[config.mk]
export PLATFORM = sky130hd
export DESIGN_NAME = bclk_gen
export DESIGN_NICKNAME = d
export VERILOG_FILES = /design/src/rtl/bclk_pkg.sv /design/src/rtl/bclk_regs.sv /design/src/rtl/bclk_prescale.sv /design/src/rtl/bclk_divider.sv /design/src/rtl/bclk_gen.sv
export SDC_FILE = /design/constraint.sdc
export NUM_CORES = 1
export LEC_CHECK = 0
export CAP_MARGIN = 20
export CELL_PAD_IN_SITES_DETAIL_PLACEMENT = 0
export CELL_PAD_IN_SITES_GLOBAL_PLACEMENT = 2
export CORE_ASPECT_RATIO = 1.2
export CORE_MARGIN = 2
export CORE_UTILIZATION = 37
export CTS_BUF_LIST = sky130_fd_sc_hd__clkbuf_8
export CTS_CLUSTER_DIAMETER = 60
export CTS_CLUSTER_SIZE = 20
export DETAILED_ROUTE_END_ITERATION = 16
export GPL_TIMING_DRIVEN = 0
export HOLD_SLACK_MARGIN = 0.08
export PLACE_DENSITY = 0.86
export SLEW_MARGIN = 20
export SYNTH_ARGS = -nofsm -noshare
export SYNTH_HDL_FRONTEND = slang
export SYNTH_SLANG_ARGS = --single-unit
[constraint.sdc]
create_clock -name clk -period 3.5 [get_ports clk]
set_input_delay 0.525 -clock clk [delete_from_list [all_inputs] [get_ports clk]]
set_output_delay 0.525 -clock clk [all_outputs]
set_load 0.01 [all_outputs]
[src/rtl/bclk_pkg.sv]
package bclk_pkg;

  typedef enum logic [2:0] {
    SRC_DIV1   = 3'd0,
    SRC_DIV2   = 3'd1,
    SRC_DIV6   = 3'd2,
    SRC_DIV32  = 3'd3,
    SRC_DIV64  = 3'd4,
    SRC_DIV128 = 3'd5,
    SRC_EXT    = 3'd6,
    SRC_OFF    = 3'd7
  } src_sel_e;

  localparam logic [1:0] ADDR_CTRL = 2'd0;
  localparam logic [1:0] ADDR_DIVH = 2'd1;
  localparam logic [1:0] ADDR_DIVL = 2'd2;

  // prescale ratio for the internal sources, 0 for the non-counting ones
  function automatic int unsigned src_ratio(src_sel_e s);
    case (s)
      SRC_DIV1:   return 1;
      SRC_DIV2:   return 2;
      SRC_DIV6:   return 6;
      SRC_DIV32:  return 32;
      SRC_DIV64:  return 64;
      SRC_DIV128: return 128;
      default:    return 0;
    endcase
  endfunction

endpackage

[src/rtl/bclk_regs.sv]
module bclk_regs
  import bclk_pkg::*;
#(
  parameter int DATA_W = 8,
  parameter int ADDR_W = 2,
  localparam int DIV_W = 2 * DATA_W
) (
  input  logic              clk,
  input  logic              rst,
  input  logic [ADDR_W-1:0] addr,
  input  logic              wr,
  input  logic [DATA_W-1:0] wdata,
  output logic [DATA_W-1:0] rdata,
  output logic              run,
  output src_sel_e          sel,
  output logic [DIV_W-1:0]  divisor
);

  localparam int RUN_BIT = DATA_W - 1;
  localparam int SEL_HI  = DATA_W - 2;

  logic [DATA_W-1:0] ctrl_q, divh_q, divl_q;

  always_ff @(posedge clk) begin
    if (rst) begin
      ctrl_q <= '0;
      divh_q <= '0;
      divl_q <= '0;
    end else if (wr) begin
      case (addr)
        ADDR_W'(ADDR_CTRL): ctrl_q <= wdata;
        ADDR_W'(ADDR_DIVH): divh_q <= wdata;
        ADDR_W'(ADDR_DIVL): divl_q <= wdata;
        default: ;
      endcase
    end
  end

  always_ff @(posedge clk) begin
    if (rst) begin
      rdata <= '0;
    end else begin
      case (addr)
        ADDR_W'(ADDR_CTRL): rdata <= ctrl_q;
        ADDR_W'(ADDR_DIVH): rdata <= divh_q;
        ADDR_W'(ADDR_DIVL): rdata <= divl_q;
        default:            rdata <= '0;
      endcase
    end
  end

  assign run     = ctrl_q[RUN_BIT];
  assign sel     = src_sel_e'(ctrl_q[SEL_HI -: 3]);
  assign divisor = {divh_q, divl_q};

  assert_ctrl_write_R2: assert property (@(posedge clk) disable iff (rst)
    (wr && addr == ADDR_W'(ADDR_CTRL)) |=> (ctrl_q == $past(wdata)));

  assert_div_write_R2: assert property (@(posedge clk) disable iff (rst)
    (wr && addr == ADDR_W'(ADDR_DIVL)) |=> (divl_q == $past(wdata)));

  assert_unused_addr_R11: assert property (@(posedge clk) disable iff (rst)
    (wr && addr == ADDR_W'(3)) |=> ($stable(ctrl_q) && $stable(divh_q) && $stable(divl_q)));

endmodule

[src/rtl/bclk_prescale.sv]
module bclk_prescale
  import bclk_pkg::*;
#(
  parameter int PS_W        = 8,
  parameter int SYNC_STAGES = 2
) (
  input  logic     clk,
  input  logic     rst,
  input  logic     run,
  input  src_sel_e sel,
  input  logic     ext_in,
  output logic     pre_en
);

  // synchronizer plus one edge-detect flop
  logic [SYNC_STAGES:0] sync_q;
  logic                 ext_rise;
  logic [PS_W-1:0]      pcnt_q;
  logic [PS_W-1:0]      limit;

  always_ff @(posedge clk) begin
    if (rst) sync_q <= '0;
    else     sync_q <= {sync_q[SYNC_STAGES-1:0], ext_in};
  end

  assign ext_rise = sync_q[SYNC_STAGES-1] & ~sync_q[SYNC_STAGES];
  assign limit    = PS_W'(src_ratio(sel) - 1);

  always_ff @(posedge clk) begin
    if (rst || !run) begin
      pcnt_q <= '0;
      pre_en <= 1'b0;
    end else begin
      case (sel)
        SRC_EXT: begin
          pcnt_q <= '0;
          pre_en <= ext_rise;
        end
        SRC_OFF: begin
          pcnt_q <= '0;
          pre_en <= 1'b0;
        end
        default: begin
          if (pcnt_q >= limit) begin
            pcnt_q <= '0;
            pre_en <= 1'b1;
          end else begin
            pcnt_q <= pcnt_q + 1'b1;
            pre_en <= 1'b0;
          end
        end
      endcase
    end
  end

  assert_stopped_quiet_R3: assert property (@(posedge clk) disable iff (rst)
    !run |=> !pre_en);

  assert_off_source_R6: assert property (@(posedge clk) disable iff (rst)
    (run && sel == SRC_OFF) |=> !pre_en);

  assert_div1_every_cycle_R4: assert property (@(posedge clk) disable iff (rst)
    (run && sel == SRC_DIV1) |=> pre_en);

  assert_ext_edge_R5: assert property (@(posedge clk) disable iff (rst)
    (run && sel == SRC_EXT && pre_en) |-> $past(sync_q[SYNC_STAGES-1]));

endmodule

[src/rtl/bclk_divider.sv]
module bclk_divider #(
  parameter int DIV_W = 16,
  parameter int OS    = 16,
  localparam int OS_W = $clog2(OS)
) (
  input  logic             clk,
  input  logic             rst,
  input  logic             run,
  input  logic             pre_en,
  input  logic [DIV_W-1:0] divisor,
  output logic             tick16,
  output logic             bit_tick
);

  logic [DIV_W-1:0] cnt_q;
  logic [OS_W-1:0]  bcnt_q;
  logic             hit;

  // count down to 1; a zero load wraps through the full range
  assign hit = run && pre_en && (cnt_q == DIV_W'(1));

  always_ff @(posedge clk) begin
    if (rst) begin
      cnt_q    <= '0;
      bcnt_q   <= '0;
      tick16   <= 1'b0;
      bit_tick <= 1'b0;
    end else if (!run) begin
      cnt_q    <= divisor;
      bcnt_q   <= '0;
      tick16   <= 1'b0;
      bit_tick <= 1'b0;
    end else begin
      tick16   <= hit;
      bit_tick <= hit && (bcnt_q == OS_W'(OS - 1));
      if (pre_en) cnt_q <= (cnt_q == DIV_W'(1)) ? divisor : cnt_q - 1'b1;
      if (hit)    bcnt_q <= bcnt_q + 1'b1;
    end
  end

  assert_stop_no_tick_R3: assert property (@(posedge clk) disable iff (rst)
    !run |=> (!tick16 && !bit_tick));

  assert_tick_needs_pre_R4: assert property (@(posedge clk) disable iff (rst)
    tick16 |-> $past(pre_en));

  assert_bit_with_tick_R10: assert property (@(posedge clk) disable iff (rst)
    bit_tick |-> tick16);

endmodule

[src/rtl/bclk_gen.sv]
module bclk_gen
  import bclk_pkg::*;
#(
  parameter int DATA_W      = 8,
  parameter int ADDR_W      = 2,
  parameter int PS_W        = 8,
  parameter int SYNC_STAGES = 2,
  parameter int OS          = 16
) (
  input  logic              clk,
  input  logic              rst,
  input  logic [ADDR_W-1:0] reg_addr,
  input  logic              reg_wr,
  input  logic [DATA_W-1:0] reg_wdata,
  output logic [DATA_W-1:0] reg_rdata,
  input  logic              ext_clk,
  output logic              tick16_o,
  output logic              bit_tick_o
);

  localparam int DIV_W = 2 * DATA_W;

  logic             run;
  src_sel_e         sel;
  logic [DIV_W-1:0] divisor;
  logic             pre_en;

  bclk_regs #(.DATA_W(DATA_W), .ADDR_W(ADDR_W)) regs_i (
    .clk(clk), .rst(rst), .addr(reg_addr), .wr(reg_wr), .wdata(reg_wdata),
    .rdata(reg_rdata), .run(run), .sel(sel), .divisor(divisor)
  );

  bclk_prescale #(.PS_W(PS_W), .SYNC_STAGES(SYNC_STAGES)) pre_i (
    .clk(clk), .rst(rst), .run(run), .sel(sel), .ext_in(ext_clk), .pre_en(pre_en)
  );

  bclk_divider #(.DIV_W(DIV_W), .OS(OS)) div_i (
    .clk(clk), .rst(rst), .run(run), .pre_en(pre_en), .divisor(divisor),
    .tick16(tick16_o), .bit_tick(bit_tick_o)
  );

endmodule

# Word level (Yosys, flattened, before mapping)
# Cells that the tools add are included.
classes:
  add_sub_neg: 4
  mul: 0
  n_div: 0
  magnitude_cmp: 1
  eq_ne: 12
  n_shift: 0
  n_mux: 7
  bitwise_logic: 3
  reduce_logical: 12
op_table:
  columns: ["operator", "n"]
  rows:
  - ["$mux 16", 3]
  - ["$pmux 8 s6", 1]
  - ["$pmux 8 s3", 1]
  - ["$eq 16x1->1 const B", 1]
  - ["$sub 16x1->16 const B", 1]
  - ["$eq 3x3->1 const B", 4]
  - ["$add 8x1->8 const B", 1]
  - ["$ge 8x8->1", 1]
  - ["$sub 8x1->8 const B", 1]
  - ["$eq 3x2->1 const B", 2]
  - ["$reduce_and 2->1", 3]
  - ["$add 4x1->4 const B", 1]
  - ["$eq 4x4->1 const B", 1]
  - ["$reduce_or 4->1", 1]
  - ["$eq 3x1->1 const B", 1]
  - ["$logic_and 1x1->1", 3]
  - ["$logic_not 3->1", 1]
  - ["$eq 2x1->1 const B", 1]
  - ["$eq 2x2->1 const B", 1]
  - ["$logic_not 2->1", 1]
  - ["$ne 2x1->1 const B", 1]
  - ["$not 1->1", 2]
  - ["$pmux 1 s2", 1]
  - ["$reduce_or 2->1", 1]
  - ["4 further kinds", 4]
totals:
  register_bits: 66
  latch_bits: 0
  ram_bits: 0
  mem_bits_ro: 0
  in_bits: 14
  output_inout_bits: 10
  word_cells: 50
  n_memories: 0

# Longest topological paths before layout
depth:
  word_depth: 6
  mapped_depth: 13
  ltp_nobuf: 12

# By module
# From an unflattened synthesis, not the netlist that was laid out.
unflattened:
  hier_cells: 364
  area_unflattened_um2: 3414.5
modules_own_cells:
  columns: ["module", "n_inst", "cells_each", "area_each_um2", "seq_area_each_um2"]
  rows:
  - ["bclk_divider", 1, 163, 1332.5, 440.4]
  - ["bclk_regs", 1, 121, 1328.8, 640.6]
  - ["bclk_prescale", 1, 80, 753.2, 240.2]

# Worst setup path before layout
# No wires, ideal clock.
synth_path:
  path_kind: "register -> register"
  from: "register regs_i.ctrl_q[5]"
  to: "register pre_i.pcnt_q[2]"
  setup_ps: 65
  t_arrival_ps: 2742
  required_time_ps: 3435
  slack_ps: 693
  stages_incl_launch_ff: 13
  path_buffers: 1
  synth_period_minus_slack_ps: 2807
  path_cell_list: "dfxtp_1 -> clkbuf_1 -> or3_1 -> ha_1 -> nor3_1 -> a21o_1 -> a21oi_1 -> ha_1 -> and3_1 -> a221oi_1 -> o21ai_0 -> a311o_1 -> nor2_1"
synth_via:
  elab_chain_cells: 5
  word_cells_on_any_way: 12
  classes_between: "1 x add/sub; 1 x order compare; 7 x eq/ne; 1 x mux; 2 x reduce/logical"
synth_rtl:
  columns: ["item", "line_no", "rtl"]
  rows:
  - ["from (decl)", "bclk_regs.sv:22", "logic [DATA_W-1:0] ctrl_q, divh_q, divl_q;"]
  - ["from (signal assigned)", "bclk_regs.sv:31", "ADDR_W'(ADDR_CTRL): ctrl_q <= wdata;"]
  - ["$eq 3x3->1 (tied with other cells)", "bclk_pkg.sv:20", "case (s)"]
  - ["$pmux 8 s6", "bclk_pkg.sv:20", null]
  - ["$sub 8x1->8", "bclk_prescale.sv:27", "assign limit = PS_W'(src_ratio(sel) - 1);"]
  - ["$ge 8x8->1", "bclk_prescale.sv:44", "if (pcnt_q >= limit) begin"]
  - ["$reduce_or 4->1 (no line) (*)", null, null]
  - ["to (signal assigned)", "bclk_prescale.sv:48", "pcnt_q <= pcnt_q + 1'b1;"]
  - ["to (decl)", "bclk_prescale.sv:18", "logic [PS_W-1:0] pcnt_q;"]
# Mark *: on every way between the ends. The rest lies on a longest branch, timed or not.
# A chain may end at the register's enable or synchronous reset.

# Worst setup path after layout
layout_path:
  from: "register regs_i.ctrl_q[5]"
  to: "register pre_i.pcnt_q[4]"
# Same word-level chain as after synthesis.

==> impl_metrics.yaml <==
floorplanning:
  num_rows: 37
  core_region_area_um2: 8470
  die_x_um: 88.9
  io_pins: 24
  start_util: 0.378
  dieArea_um2: 9410
  die_h_um: 106
hold_path:
  hold_class: "flip-flop to flip-flop"
  whs_path_depth: 1
status:
  status: "complete, no violations"
grt:
  antenna_found_initial: 0
  grt_use_total: 0.199
  grt_max_degree: 12
  gr-total-overflow: 0
  grt_pass1_wl_mm: 14.3
  grt_pass1_vias: 2784
finish:
  area_growth_pct: 18.9
  drive_gt1_frac: 0.0627
  final_util: 0.449
  layout.nets: 438
  diodes: 0
placement:
  gp_congestion: 0.853
  hpwl_mm: 6.00
  port_buffers: 22
critical_path:
  slowest_stage: "or3_1"
  worstPathArrival_ns: 3.37
  endpoint: "pre_i.pcnt_q[4]$_SDFF_PP0_"
  critPathRequiredTime_ns: 3.78
  max_stage_delay_ns: 0.47
  rr_startpoint: "regs_i.ctrl_q[5]$_SDFFE_PP0P_"
  critPathKind: "flip-flop to flip-flop"
  critPathMostFrequentCell: "ha_1"
  startpoint: "regs_i.ctrl_q[5]$_SDFFE_PP0P_"
  worstRegToRegCells: 12
  cp_cell_sequence: "clkbuf_1, or3_1, ha_1, nor3_1, a21o_1, a21oi_1, ha_1, and3_1, a221oi_1, o21ai_0, a311o_1, nor2_1"
  startpoint_type: "flip-flop"
  r2r-end: "pre_i.pcnt_q[4]$_SDFF_PP0_"
  crit_fanout: 10
  rrSetupSlack_ns: 0.41
  critPathCaptureType: "flip-flop"
sta:
  setup_viol: 0
  max_clock_freq_mhz: 323
  period_share: 0.883
  grt_setup_unrepaired: "no"
  relSlewSlack: 0.497
  tns_ns: 0
  tightest_slew_ns: 0.754
  fin_crit_ns: 3.09
  slew_viol_final: 0
  hold_ws_ns: 0.449
  finClkSkew_ns: 0.00815
  hold_viol: 0
synthesis:
  synth_cells: 377
  synthesis.area_um2: 3200
  async_flop_share: 0
  synth-seq-cells: 66
  avgSynthCellArea_um2: 8.49
  synth_edf_count: 0
  syn-num-nets: 405
  ys_types: 53
  synth_ff_type: "dfxtp_1"
  ys_seq_area_frac: 0.413
  yosysWarnings: 0
route:
  drc: 0
  drtIter0Drc: 134
  wl_per_cell_um: 15.7
  wl_mm: 8.36
  drt-vias-per-instance: 5.25
  firstDrtPassIters: 4
  dr_total_vias: 2792
  ant_nets: 0
clock_network:
  root_buffer: "clkbuf_8"
  clock_latency_ns: 0.35
  clkSlewWorstSetupHoldPaths_ns: 0.07
  cts_made_buffers: 9
  post_cts_resized: 0
  cts.sinks: 66
  cts_max_level: 3
  cts_hold_buf: 0
  clk_path_buf_depth: 2
  cts_post_setup_buffers_inserted: 0
  cts_tree: "yes"
power:
  powerDensity_nw_per_um2: 458
  vdd_drop_max_mv: 0.196
  p_leak_uw: 0.00144
run:
  cap_viol_max_count: 0
==> kinds of logic after synthesis <==
kind of cell,synth area share
AND/OR/NAND/NOR,0.250
multiplexers,0.0751
adder cells (fa/ha/maj),0.0548
AO/OA/AOI/OAI,0.142
XOR/XNOR,0.0246
flip-flops,0.413
buffers and inverters,0.0407
==> synthesized netlist by cell type (8+ instances only) <==
cell | count | area [um^2]
a31oi_1 | 8 | 50.1
nor3_1 | 13 | 65.1
inv_1 | 8 | 30.0
a21oi_1 | 32 | 160
nor4_1 | 10 | 62.6
nor2_1 | 60 | 225
dfxtp_1 | 66 | 1320
nand3_1 | 19 | 95.1
mux2i_1 | 24 | 240
clkbuf_1 | 16 | 60.1
ha_1 | 14 | 175
nand2_1 | 20 | 75.1
o21ai_0 | 11 | 55.1
==> sequential cells by signal, summed over array words and instances, names as in the netlist <==
name,flops
regs_i.ctrl_q,8
div_i.bcnt_q,4
div_i.tick16,1
regs_i.divh_q,8
regs_i.rdata,8
pre_i.pre_en,1
div_i.cnt_q,16
regs_i.divl_q,8
div_i.bit_tick,1
pre_i.sync_q,3
pre_i.pcnt_q,8
==> layout make-up <==
class	count	area [um^2]
plain buffers	22	96.3
clock inverters	4	72.6
well taps	117	146
flip-flops and latches	66	1320
inverters	9	33.8
multi-input cells	280	1750
fillers	876	4670
clock buffers	12	165
repair buffers	22	220
==> routing by layer <==
layer  global-route usage  up-vias  share of wire
met4               0.0801        0          0.018
met5                    0        -              0
met3               0.0368       10          0.049
li1                     -     1420              -
met1                0.264     1304           0.46
met2                0.316       58           0.47
==> worst min-delay path by stage <==
stage | start | to | slack (ns)
finish | pre_i.sync_q[0]$_SDFF_PP0_ | pre_i.sync_q[1]$_SDFF_PP0_ | 0.45
CTS | pre_i.sync_q[0]$_SDFF_PP0_ | pre_i.sync_q[1]$_SDFF_PP0_ | 0.46
detailed placement | pre_i.sync_q[0]$_SDFF_PP0_ | pre_i.sync_q[1]$_SDFF_PP0_ | 0.44
global route | pre_i.sync_q[0]$_SDFF_PP0_ | pre_i.sync_q[1]$_SDFF_PP0_ | 0.47
floorplan | pre_i.sync_q[0]$_SDFF_PP0_ | pre_i.sync_q[1]$_SDFF_PP0_ | 0.41
global placement | pre_i.sync_q[0]$_SDFF_PP0_ | pre_i.sync_q[1]$_SDFF_PP0_ | 0.44
==> stage by stage <==
step	instances	power [uW]	setup WS, ns	instance area, um^2
3_3_place_gp	516	989	0.430	3570
4_1_cts	532	1760	0.366	3800
5_1_grt	532	1820	0.0636	3800
6_report	532	1740	0.408	3800
2_1_floorplan	377	926	0.693	3200
3_5_place_dp	516	990	0.383	3570
==> placed cells by master, fill, tap and decap left out, types with 11 or more instances in the layout <==
cell,n
clkdlybuf4s50_1,22
nor2_1,60
nand3_1,19
a21oi_1,32
ha_1,14
o21ai_0,11
clkbuf_8,12
mux2i_1,24
clkbuf_1,16
nand2_1,20
nor3_1,13
dfxtp_1,66
==> power breakdown <==
part | switching, uW | internal (uW)
Sequential | 18.1 | 769
Clock | 311 | 459
Combinational | 108 | 76.9
==> critical path: cells and delay by family, from the launching register on <==
family                   cells  cell delay [ns]
AND/OR/NAND/NOR              4             0.95
buffers and inverters        1             0.22
AO/OA/AOI/OAI                5             1.00
adder cells (fa/ha/maj)      2             0.56
flip-flops                   1             0.30
Power figures use the tool's default switching activity.
